### src/rtl/tl_seq_pkg.sv
package tl_seq_pkg;

  localparam int NSLOT = 6;
  localparam int NSECT = 6;
  localparam int NREGION = 5;

  typedef logic [1:0] leg_t;
  localparam leg_t LEG_POS  = 2'b01;
  localparam leg_t LEG_ZERO = 2'b00;
  localparam leg_t LEG_NEG  = 2'b10;

  typedef struct packed {
    leg_t a;
    leg_t b;
    leg_t c;
  } vec_t;

  typedef enum logic [1:0] {
    PART_NONE  = 2'd0,
    PART_FULL  = 2'd1,
    PART_LEAD  = 2'd2,
    PART_TRAIL = 2'd3
  } part_e;

  typedef struct packed {
    vec_t       st;
    logic [1:0] dsel;
    part_e      part;
  } slot_t;

  // sector-0 states
  localparam vec_t ST_SA_P = {LEG_POS,  LEG_ZERO, LEG_ZERO};
  localparam vec_t ST_SA_N = {LEG_ZERO, LEG_NEG,  LEG_NEG};
  localparam vec_t ST_SB_P = {LEG_POS,  LEG_POS,  LEG_ZERO};
  localparam vec_t ST_SB_N = {LEG_ZERO, LEG_ZERO, LEG_NEG};
  localparam vec_t ST_MID  = {LEG_POS,  LEG_ZERO, LEG_NEG};
  localparam vec_t ST_LG_0 = {LEG_POS,  LEG_NEG,  LEG_NEG};
  localparam vec_t ST_LG_1 = {LEG_POS,  LEG_POS,  LEG_NEG};
  localparam vec_t ST_IDLE = {LEG_ZERO, LEG_ZERO, LEG_ZERO};

  function automatic leg_t leg_flip(leg_t l);
    case (l)
      LEG_POS: leg_flip = LEG_NEG;
      LEG_NEG: leg_flip = LEG_POS;
      default: leg_flip = LEG_ZERO;
    endcase
  endfunction

  // one 60-degree step: (a,b,c) -> (-b,-c,-a)
  function automatic vec_t rot60(vec_t v);
    rot60 = {leg_flip(v.b), leg_flip(v.c), leg_flip(v.a)};
  endfunction

  function automatic vec_t rot_sector(vec_t v, logic [2:0] sec);
    vec_t r;
    r = v;
    for (int i = 0; i < NSECT - 1; i++) begin
      if (3'(i) < sec) r = rot60(r);
    end
    rot_sector = r;
  endfunction

  function automatic logic leg_swing(leg_t x, leg_t y);
    leg_swing = ((x == LEG_POS) && (y == LEG_NEG)) ||
                ((x == LEG_NEG) && (y == LEG_POS));
  endfunction

  function automatic logic vec_swing(vec_t x, vec_t y);
    vec_swing = leg_swing(x.a, y.a) | leg_swing(x.b, y.b) | leg_swing(x.c, y.c);
  endfunction

  function automatic slot_t mk_slot(vec_t st, logic [1:0] dsel, part_e part);
    mk_slot = {st, dsel, part};
  endfunction

  // sector-0 slot list; dsel 0/1/2 selects duty A/B/C
  function automatic slot_t base_slot(logic [2:0] region, logic [2:0] idx);
    slot_t s;
    s = mk_slot(ST_IDLE, 2'd0, PART_NONE);
    case (region)
      3'd0: case (idx)
        3'd0: s = mk_slot(ST_SB_P, 2'd1, PART_LEAD);
        3'd1: s = mk_slot(ST_MID,  2'd2, PART_LEAD);
        3'd2: s = mk_slot(ST_SA_P, 2'd0, PART_LEAD);
        3'd3: s = mk_slot(ST_SB_N, 2'd1, PART_TRAIL);
        3'd4: s = mk_slot(ST_MID,  2'd2, PART_TRAIL);
        3'd5: s = mk_slot(ST_SA_N, 2'd0, PART_TRAIL);
        default: ;
      endcase
      3'd1: case (idx)
        3'd0: s = mk_slot(ST_SB_N, 2'd2, PART_LEAD);
        3'd1: s = mk_slot(ST_SA_N, 2'd0, PART_LEAD);
        3'd2: s = mk_slot(ST_LG_0, 2'd1, PART_FULL);
        3'd3: s = mk_slot(ST_SA_P, 2'd0, PART_TRAIL);
        3'd4: s = mk_slot(ST_SB_P, 2'd2, PART_TRAIL);
        default: ;
      endcase
      3'd2: case (idx)
        3'd0: s = mk_slot(ST_SA_N, 2'd0, PART_LEAD);
        3'd1: s = mk_slot(ST_LG_0, 2'd1, PART_FULL);
        3'd2: s = mk_slot(ST_SA_P, 2'd0, PART_TRAIL);
        3'd3: s = mk_slot(ST_LG_1, 2'd2, PART_FULL);
        default: ;
      endcase
      3'd3: case (idx)
        3'd0: s = mk_slot(ST_LG_0, 2'd1, PART_FULL);
        3'd1: s = mk_slot(ST_SB_N, 2'd0, PART_LEAD);
        3'd2: s = mk_slot(ST_LG_1, 2'd2, PART_FULL);
        3'd3: s = mk_slot(ST_SB_P, 2'd0, PART_TRAIL);
        default: ;
      endcase
      3'd4: case (idx)
        3'd0: s = mk_slot(ST_SA_N, 2'd0, PART_LEAD);
        3'd1: s = mk_slot(ST_SB_N, 2'd1, PART_LEAD);
        3'd2: s = mk_slot(ST_LG_1, 2'd2, PART_FULL);
        3'd3: s = mk_slot(ST_SA_P, 2'd0, PART_TRAIL);
        3'd4: s = mk_slot(ST_SB_P, 2'd1, PART_TRAIL);
        default: ;
      endcase
      default: ;
    endcase
    base_slot = s;
  endfunction

endpackage

### src/rtl/tl_seq_table.sv
module tl_seq_table
  import tl_seq_pkg::*;
(
  input  logic [2:0]              sector_i,
  input  logic [2:0]              region_i,
  output slot_t [NSLOT-1:0]       slots_o,
  output logic                    valid_o
);

  assign valid_o = (sector_i < 3'(NSECT)) && (region_i < 3'(NREGION));

  for (genvar g = 0; g < NSLOT; g++) begin : g_slot
    slot_t base;
    always_comb begin
      base = base_slot(region_i, 3'(g));
      slots_o[g] = {rot_sector(base.st, sector_i), base.dsel, base.part};
    end
  end

endmodule

### src/rtl/tl_seq_timer.sv
module tl_seq_timer #(
  parameter int PERIOD = 100,
  localparam int CW = $clog2(PERIOD)
) (
  input  logic          clk_i,
  input  logic          rst_ni,
  output logic [CW-1:0] cnt_o,
  output logic          wrap_o,
  output logic          tick0_o,
  output logic          pstart_o
);

  localparam logic [CW-1:0] LAST = CW'(PERIOD - 1);

  logic [CW-1:0] cnt_q;
  logic          pstart_q;

  assign wrap_o  = (cnt_q == LAST);
  assign tick0_o = (cnt_q == '0);

  always_ff @(posedge clk_i or negedge rst_ni) begin
    if (!rst_ni) begin
      cnt_q    <= LAST;
      pstart_q <= 1'b0;
    end else begin
      cnt_q    <= wrap_o ? '0 : cnt_q + 1'b1;
      pstart_q <= tick0_o;
    end
  end

  assign cnt_o    = cnt_q;
  assign pstart_o = pstart_q;

endmodule

### src/rtl/tl_seq_slots.sv
module tl_seq_slots
  import tl_seq_pkg::*;
#(
  parameter int CW = 7,
  parameter int DW = 7,
  localparam int EW = DW + 2
) (
  input  logic              clk_i,
  input  logic              rst_ni,
  input  logic              load_i,
  input  slot_t [NSLOT-1:0] slots_i,
  input  logic [DW-1:0]     duty_a_i,
  input  logic [DW-1:0]     duty_b_i,
  input  logic [DW-1:0]     duty_c_i,
  input  logic [CW-1:0]     cnt_i,
  output logic              hit_o,
  output vec_t              cand_o
);

  function automatic logic [DW-1:0] pick_duty(logic [1:0] s, logic [DW-1:0] a,
                                              logic [DW-1:0] b, logic [DW-1:0] c);
    case (s)
      2'd0:    pick_duty = a;
      2'd1:    pick_duty = b;
      2'd2:    pick_duty = c;
      default: pick_duty = '0;
    endcase
  endfunction

  // lead part floor(d/2), trail part the rest, so the two always sum to d
  function automatic logic [EW-1:0] part_len(part_e p, logic [DW-1:0] d);
    logic [EW-1:0] dw;
    dw = EW'(d);
    case (p)
      PART_FULL:  part_len = dw;
      PART_LEAD:  part_len = dw >> 1;
      PART_TRAIL: part_len = dw - (dw >> 1);
      default:    part_len = '0;
    endcase
  endfunction

  logic [NSLOT-1:0][EW-1:0] end_d, end_q;
  vec_t [NSLOT-1:0]         st_q;

  always_comb begin
    logic [EW-1:0] acc;
    acc = '0;
    for (int i = 0; i < NSLOT; i++) begin
      acc = acc + part_len(slots_i[i].part,
                           pick_duty(slots_i[i].dsel, duty_a_i, duty_b_i, duty_c_i));
      end_d[i] = acc;
    end
  end

  always_ff @(posedge clk_i or negedge rst_ni) begin
    if (!rst_ni) begin
      end_q <= '0;
      st_q  <= '0;
    end else if (load_i) begin
      end_q <= end_d;
      for (int i = 0; i < NSLOT; i++) st_q[i] <= slots_i[i].st;
    end
  end

  // lowest slot whose end lies beyond the current tick
  always_comb begin
    hit_o  = 1'b0;
    cand_o = '0;
    for (int i = NSLOT - 1; i >= 0; i--) begin
      if (EW'(cnt_i) < end_q[i]) begin
        hit_o  = 1'b1;
        cand_o = st_q[i];
      end
    end
  end

endmodule

### src/rtl/tl_seq_gen.sv
module tl_seq_gen
  import tl_seq_pkg::*;
#(
  parameter int CLK_HZ = 100_000_000,
  parameter int SW_HZ  = 5000,
  localparam int PERIOD = CLK_HZ / SW_HZ,
  localparam int CW     = $clog2(PERIOD),
  localparam int DW     = $clog2(PERIOD + 1)
) (
  input  logic          clk_i,
  input  logic          rst_ni,
  input  logic          enable_i,
  input  logic [2:0]    sector_i,
  input  logic [2:0]    region_i,
  input  logic [DW-1:0] duty_a_i,
  input  logic [DW-1:0] duty_b_i,
  input  logic [DW-1:0] duty_c_i,
  output logic [1:0]    leg_a_o,
  output logic [1:0]    leg_b_o,
  output logic [1:0]    leg_c_o,
  output logic          period_start_o,
  output logic          seq_err_o
);

  logic [CW-1:0]     cnt;
  logic              wrap, tick0;
  slot_t [NSLOT-1:0] slots;
  logic              cfg_valid;
  logic              hit;
  vec_t              cand;

  logic run_q, err_q;
  vec_t legs_q;

  tl_seq_timer #(.PERIOD(PERIOD)) u_timer (
    .clk_i   (clk_i),
    .rst_ni  (rst_ni),
    .cnt_o   (cnt),
    .wrap_o  (wrap),
    .tick0_o (tick0),
    .pstart_o(period_start_o)
  );

  tl_seq_table u_table (
    .sector_i(sector_i),
    .region_i(region_i),
    .slots_o (slots),
    .valid_o (cfg_valid)
  );

  tl_seq_slots #(.CW(CW), .DW(DW)) u_slots (
    .clk_i   (clk_i),
    .rst_ni  (rst_ni),
    .load_i  (wrap),
    .slots_i (slots),
    .duty_a_i(duty_a_i),
    .duty_b_i(duty_b_i),
    .duty_c_i(duty_c_i),
    .cnt_i   (cnt),
    .hit_o   (hit),
    .cand_o  (cand)
  );

  // named events
  wire live        = run_q & enable_i;
  wire step_reject = live & ~tick0 & hit & vec_swing(legs_q, cand);
  wire step_take   = live & hit & (tick0 | ~vec_swing(legs_q, cand));

  always_ff @(posedge clk_i or negedge rst_ni) begin
    if (!rst_ni) begin
      run_q  <= 1'b0;
      err_q  <= 1'b0;
      legs_q <= ST_IDLE;
    end else begin
      run_q <= wrap ? (enable_i & cfg_valid) : (run_q & enable_i);
      if (!live) begin
        legs_q <= ST_IDLE;
        err_q  <= 1'b0;
      end else begin
        if (step_take) legs_q <= cand;
        if (tick0)            err_q <= 1'b0;
        else if (step_reject) err_q <= 1'b1;
      end
    end
  end

  assign leg_a_o   = legs_q.a;
  assign leg_b_o   = legs_q.b;
  assign leg_c_o   = legs_q.c;
  assign seq_err_o = err_q;

endmodule

### config.mk
export PLATFORM = sky130hd
export DESIGN_NAME = tl_seq_gen
export DESIGN_NICKNAME = d
export VERILOG_FILES = /design/src/rtl/tl_seq_pkg.sv /design/src/rtl/tl_seq_table.sv /design/src/rtl/tl_seq_timer.sv /design/src/rtl/tl_seq_slots.sv /design/src/rtl/tl_seq_gen.sv
export SDC_FILE = /design/constraint.sdc
export NUM_CORES = 1
export LEC_CHECK = 0
export BUFFER_PORTS_ARGS = -buffer_cell sky130_fd_sc_hd__buf_2
export CELL_PAD_IN_SITES_DETAIL_PLACEMENT = 1
export CELL_PAD_IN_SITES_GLOBAL_PLACEMENT = 2
export CORE_AREA = 2 2 227 229
export DETAILED_ROUTE_END_ITERATION = 12
export DIE_AREA = 0 0 229 231
export PLACE_DENSITY_LB_ADDON = 0.1
export RECOVER_POWER = 100
export SETUP_SLACK_MARGIN = 0.02
export SLEW_MARGIN = 20
export SYNTH_ARGS = -nofsm -noshare
export SYNTH_HDL_FRONTEND = slang
export SYNTH_HIERARCHICAL = 1
export SYNTH_SLANG_ARGS = --single-unit
### constraint.sdc
create_clock -name clk_i -period 5.8 [get_ports clk_i]
set_input_delay 0.29 -clock clk_i [delete_from_list [all_inputs] [get_ports clk_i]]
set_output_delay 0.29 -clock clk_i [all_outputs]
set_load 0.005 [all_outputs]
Word-level counts from Yosys, hierarchy flattened:

Cells that the tools add are included.
Widths: inputs -> output; s select.

* add/sub/neg operators: 12
* multiply operators: 0
* divide/modulo/power cells: 0
* $lt $le $gt $ge: 13
* equal/unequal tests: 229
* shift operators: 0
* muxes and demuxes: 157
* bitwise operators: 12
* reductions and logical operators: 21

Operator list (number)
* $pmux 2 s2: 90
* $pmux 17 s3: 6
* $pmux 15 s3: 6
* $mux 6: 38
* $eq 2x2->1 const B: 108
* $eq 2x1->1 const B: 102
* $pmux 9 s4: 3
* $lt 15x17->1: 6
* $sub 15x14->16: 6
* $add 17x17->17: 5
* $pmux 9 s5: 1
* $pmux 9 s3: 1
* $add 15x1->15 const B: 1
* $eq 15x15->1 const B: 1
* $logic_not 15->1: 1
* $mux 15: 1
* $logic_not 2->1: 6
* $eq 1x2->1 const B: 5
* $mux 1: 10
* $mux 8: 1
* $and 1x1->1: 7
* $logic_and 1x1->1: 7
* $eq 3x2->1 const B: 2
* $lt 1x3->1 const A: 2
* 15 further kinds: 28

* register bits: 162
* bits in latches: 0
* memory bits (writable): 0
* bits in read-only memories: 0
* bits of input ports: 54
* output and inout bits: 8
* word-level logic and storage cells: 475
* memories: 0

Logic depth before layout (Yosys ltp):

* depth in word-level cells: 18
* mapped depth: 49
* gate-level depth less buffers: 48

By module:

The synthesis kept the hierarchy.

By module, submodules not included
* tl_seq_slots: times used 1, cells each 2351, area an instance 18320.1 µm², sequential area each 3428.3 µm²
* tl_seq_table: times used 1, cells each 228, area an instance 1298.7 µm², sequential area each 0.0 µm²
* tl_seq_timer: times used 1, cells each 77, area an instance 822.0 µm², sequential area each 411.6 µm²
* tl_seq_gen: times used 1, cells each 46, area an instance 470.5 µm², sequential area each 200.2 µm²

Worst setup path before layout:

No wires, ideal clock.

* kind: in2reg
* start point: input region_i[1]
* end point: register u_slots/end_q[101] (netlist bit)
* setup time: 0.076 ns
* data arrival time: 8.919 ns
* required time: 5.724 ns
* setup slack: -3.195 ns
* cell stages on the path: 47
* path buffers: 3
* cell sequence: or2_1 -> buf_6 -> nor2_1 -> clkbuf_1 -> clkbuf_1 -> mux2i_1 -> o21a_1 -> inv_1 -> ha_1 -> fa_1 -> nor2b_1 -> o21ai_0 -> a21boi_0 -> o21ai_0 -> a21oi_1 -> nand3b_1 -> o21ai_0 -> nand2_1 -> (+11 left out) -> nor2_1 -> nor2_1 -> xnor2_1 -> ha_1 -> o41ai_1 -> xnor2_1 -> ha_1 -> a21o_1 -> a21oi_1 -> o41ai_1 -> a21oi_1 -> xnor2_1 -> ha_1 -> a21oi_1 -> o21ai_0 -> xnor2_1 -> xnor3_1 -> o21ai_1

RTL lines
* from (decl): line tl_seq_gen.sv:14 `input logic [2:0] region_i,`
* to (signal assigned): line tl_seq_slots.sv:60 `end_q <= end_d;`
* to (decl): line tl_seq_slots.sv:42 `logic [NSLOT-1:0][EW-1:0] end_d, end_q;`

==> impl_metrics.csv <==
group,metric,value,unit
timing,rsz0062_at_grt,"true",
placement,hpwlAfterDp,70.3,mm
pwr,seq_power_share,0.061,
synthesis,synth_top_cell_by_area,"dfrtp_1",
timing,setup_violations,43,
clock_tree,cts_tree,"built",
min_path,whs_endpoint,"run_q$_DFF_PN0_",
synthesis,synth.distinct_cells,99,
run_status,status,"finished, violations left",
worst_setup_path,critPathKind,"in2reg",
die,row_count,83,
synthesis,synth_most_common_cell,"ha_1",
timing,skew,0.0129,ns
timing,layout_setup_ws,-2.89,ns
clock_tree,clkTransAtPathRegs,0.08,ns
clock_tree,cts_max_path_buffers,2,
grt,grt_pass1_vias,25100,
worst_setup_path,end_kind,"flop",
timing,min_period,8.69,ns
drt,drtIter0Drc,1868,
grt,grt_pass1_wl,144,mm
worst_setup_path,reg2reg_from,"u_timer/cnt_o[11]$_DFF_PN1_",
pwr,worst_ir_drop_vdd,0.000640,V
worst_setup_path,worstPathRequired,6.19,ns
final_layout,area_growth,46.3,%
timing,period_share,1.50,
drt,vias_per_cell,6.06,
drt,avgRoutedWirePerCell,26.2,um
synthesis,synth_commonest_cells,"260 x ha_1, 259 x inv_1, 245 x nand2_1, 238 x o21ai_0, 212 x a21oi_1",
final_layout,fillers,6090,
synthesis,synthTopCellsByArea,"dfrtp_1 18%, ha_1 16%, o21ai_0 5.7%",
clock_tree,root_buffer,"clkbuf_16",
worst_setup_path,cp-start-kind,"input port",
drt,drc,0,
die,die_y,231,um
synthesis,synthCells,2702,
worst_setup_path,critPathArrivalTime,9.09,ns
die,die_w,229,um
min_path,min_from,"enable_i",
synthesis,netlist.area_leader.share,0.182,
die,initial_core_util,0.413,
placement,placed_area,0.0269,sq mm
clock_tree,cts_made_buffers,17,
pwr,combPwrFrac,0.874,
worst_setup_path,worst-r2r-setup-slack,0.76,ns
drt,firstDrtPassIters,9,
pwr,p_per_area,609,mW/mm^2
die,ios,62,
timing,fmax,115,MHz
synthesis,synth_async_sr_flop_share,1.00,
grt,grt.overflow.total,0,
min_path,hp-class,"in2reg",
synthesis,syn_area_per_cell,7.74,sq um
clock_tree,clock-sinks,161,
synthesis,seq_area_frac_synth,0.193,
die,dieArea,0.0529,sq mm
clock_tree,clk_latency,0.47,ns
placement,place_congestion,0.912,
timing,slew_violations,36,
pwr,cellLeakagePower,15.0,nW
drt,ant_nets,0,
worst_setup_path,r2r_cells,14,
job,maxCapViolCount,1,
timing,relSlewSlack,-0.424,
timing,hold_viol,0,
placement,numPortBuffers,61,
final_layout,drive_above_1_share,0.369,
synthesis,yosysWarnings,6,
pwr,internal_power,10.1,mW
grt,grt.total_usage,0.344,
min_path,hold_depth,2,
synthesis,synth_seq_cells,161,
worst_setup_path,cpMaxStageDelayCell,"ha_1",
grt,antenna_found_initial,1,
pwr,p_switching,8.50,mW
final_layout,multi_input_area,0.0178,sq mm
die,coreArea,0.0507,sq mm
worst_setup_path,r2r-end,"leg_b_o[0]$_DFFE_PN0P_",
synthesis,ys.flop_type,"dfrtp_1",
grt,grt_max_degree,164,
pwr,clock_power_share,0.064,
clock_tree,htree_levels,4,
worst_setup_path,cpPeakStageDelay,0.40,ns
synthesis,synth_area,0.0209,sq mm
final_layout,register_area,0.00404,sq mm
timing,tightest_slew,2.14,ns
worst_setup_path,critPathMaxFanout,6,
timing,tns,-53.74,ns
final_layout,nets,3763,
final_layout,fin_area,0.0306,sq mm
synthesis,synth_edf_count,0,
drt,drt_wl_total,108,mm
drt,num_vias,25000,
run_status,violations,"max-capacitance violations, max-slew violations, negative setup slack",
pwr,p_sw_frac,0.456,
==> power groups by stage <==
stage               clock network [mW]  registers [mW]  logic [mW]
floorplan                            0            1.16        4.79
global placement                     0            1.16        9.16
detailed placement                   0            1.16        9.58
CTS                               1.16            1.14        11.5
global route                      1.23            1.14        16.7
finish                            1.20            1.14        16.3
==> registers in the layout (all words and copies together) (netlist names), 2 cells and up <==
name,flops
u_timer/cnt_o,15
leg_c_o,2
u_slots/st_q,36
u_slots/end_q,101
leg_a_o,2
leg_b_o,2
==> worst max-delay path: cells and delay by family <==
family                   cells  cell delay (ns)
AO/OA/AOI/OAI               18             3.07
XOR/XNOR                     7             1.66
adder cells (fa/ha/maj)      6             1.72
buffers and inverters        6             0.88
multiplexers                 1             0.19
AND/OR/NAND/NOR              9             1.24
==> worst max path at each step <==
| stage | endpoint | cells past startpoint | slack, ns | from |
|---|---|---|---|---|
| after global routing | u_slots/end_q[101]$_DFFE_PN0P_ | 48 | -3.18 | region_i[0] |
| final | u_slots/end_q[101]$_DFFE_PN0P_ | 47 | -2.89 | region_i[0] |
| after detailed placement | u_slots/end_q[101]$_DFFE_PN0P_ | 42 | -3.28 | region_i[1] |
| after CTS | u_slots/end_q[101]$_DFFE_PN0P_ | 45 | -2.23 | region_i[1] |
| after floorplan | u_slots/end_q[101]$_DFFE_PN0P_ | 48 | -2.21 | region_i[1] |
| after global placement | u_slots/end_q[101]$_DFFE_PN0P_ | 42 | -2.91 | region_i[1] |
==> what timing repair did <==
item | in CTS | in global routing
buffers inserted | 61 | 65
hold buffers | 1 | 0
gates resized for setup | 223 | 204
endpoints found under the setup margin | 45 | 45
hold endpoints to repair | 33 | 0
pin swaps | 77 | 148
==> routing by layer <==
metal / up-vias / track usage / share of wire
li1: 11100 / - / -
met1: 12400 / 0.443 / 0.40
met2: 1155 / 0.607 / 0.48
met3: 410 / 0.0268 / 0.062
met4: 0 / 0.116 / 0.056
met5: - / 0 / 0
==> stage by stage <==
stage	total power [mW]	instances	hold slack, ns	worst slack, ns	util
floorplan	5.95	2703	-0.00559	-2.21	-
global placement	10.3	3992	0.205	-2.91	0.530
detailed placement	10.7	3992	0.207	-3.28	0.530
CTS	13.8	4082	0.0941	-2.23	0.575
global route	19.1	4131	0.0998	-3.18	0.604
finish	18.6	4132	0.101	-2.89	0.604
==> area by class of cell <==
cell class,count,share of cell area
Antenna cell,1,0.0000818
Clock buffer,19,0.0148
Clock inverter,13,0.00405
Inverter,261,0.0321
Multi-Input combinational cell,2163,0.581
Sequential cell,161,0.132
Tap cell,680,0.0278
Timing Repair Buffer,834,0.208
==> cells in the final DEF (no fill, tap or decap), types with 53 or more instances in the layout <==
cell     count
buf_4      714
inv_1      254
nand2_1    230
ha_1       209
o21ai_0    189
nor2_1     174
a21oi_1    155
dfrtp_1    152
mux2i_1    115
o21a_1      70
xnor2_1     67
a21o_1      64
buf_2       54
buf_6       53
==> kinds of logic (layout without fill, tap and decap cells) <==
| group | after synthesis | after routing | share of synthesized area |
|---|---|---|---|
| compound gates | 855 | 855 | 0.261 |
| xor+xnor | 136 | 136 | 0.0587 |
| fa+ha+maj | 271 | 271 | 0.166 |
| buf+inv | 379 | 1127 | 0.0714 |
| flops | 161 | 161 | 0.193 |
| mux | 170 | 170 | 0.0845 |
| other cells | 1 | 3 | 0.000179 |
| simple gates | 729 | 729 | 0.165 |
No activity file was read; power rests on OpenSTA's default activity.
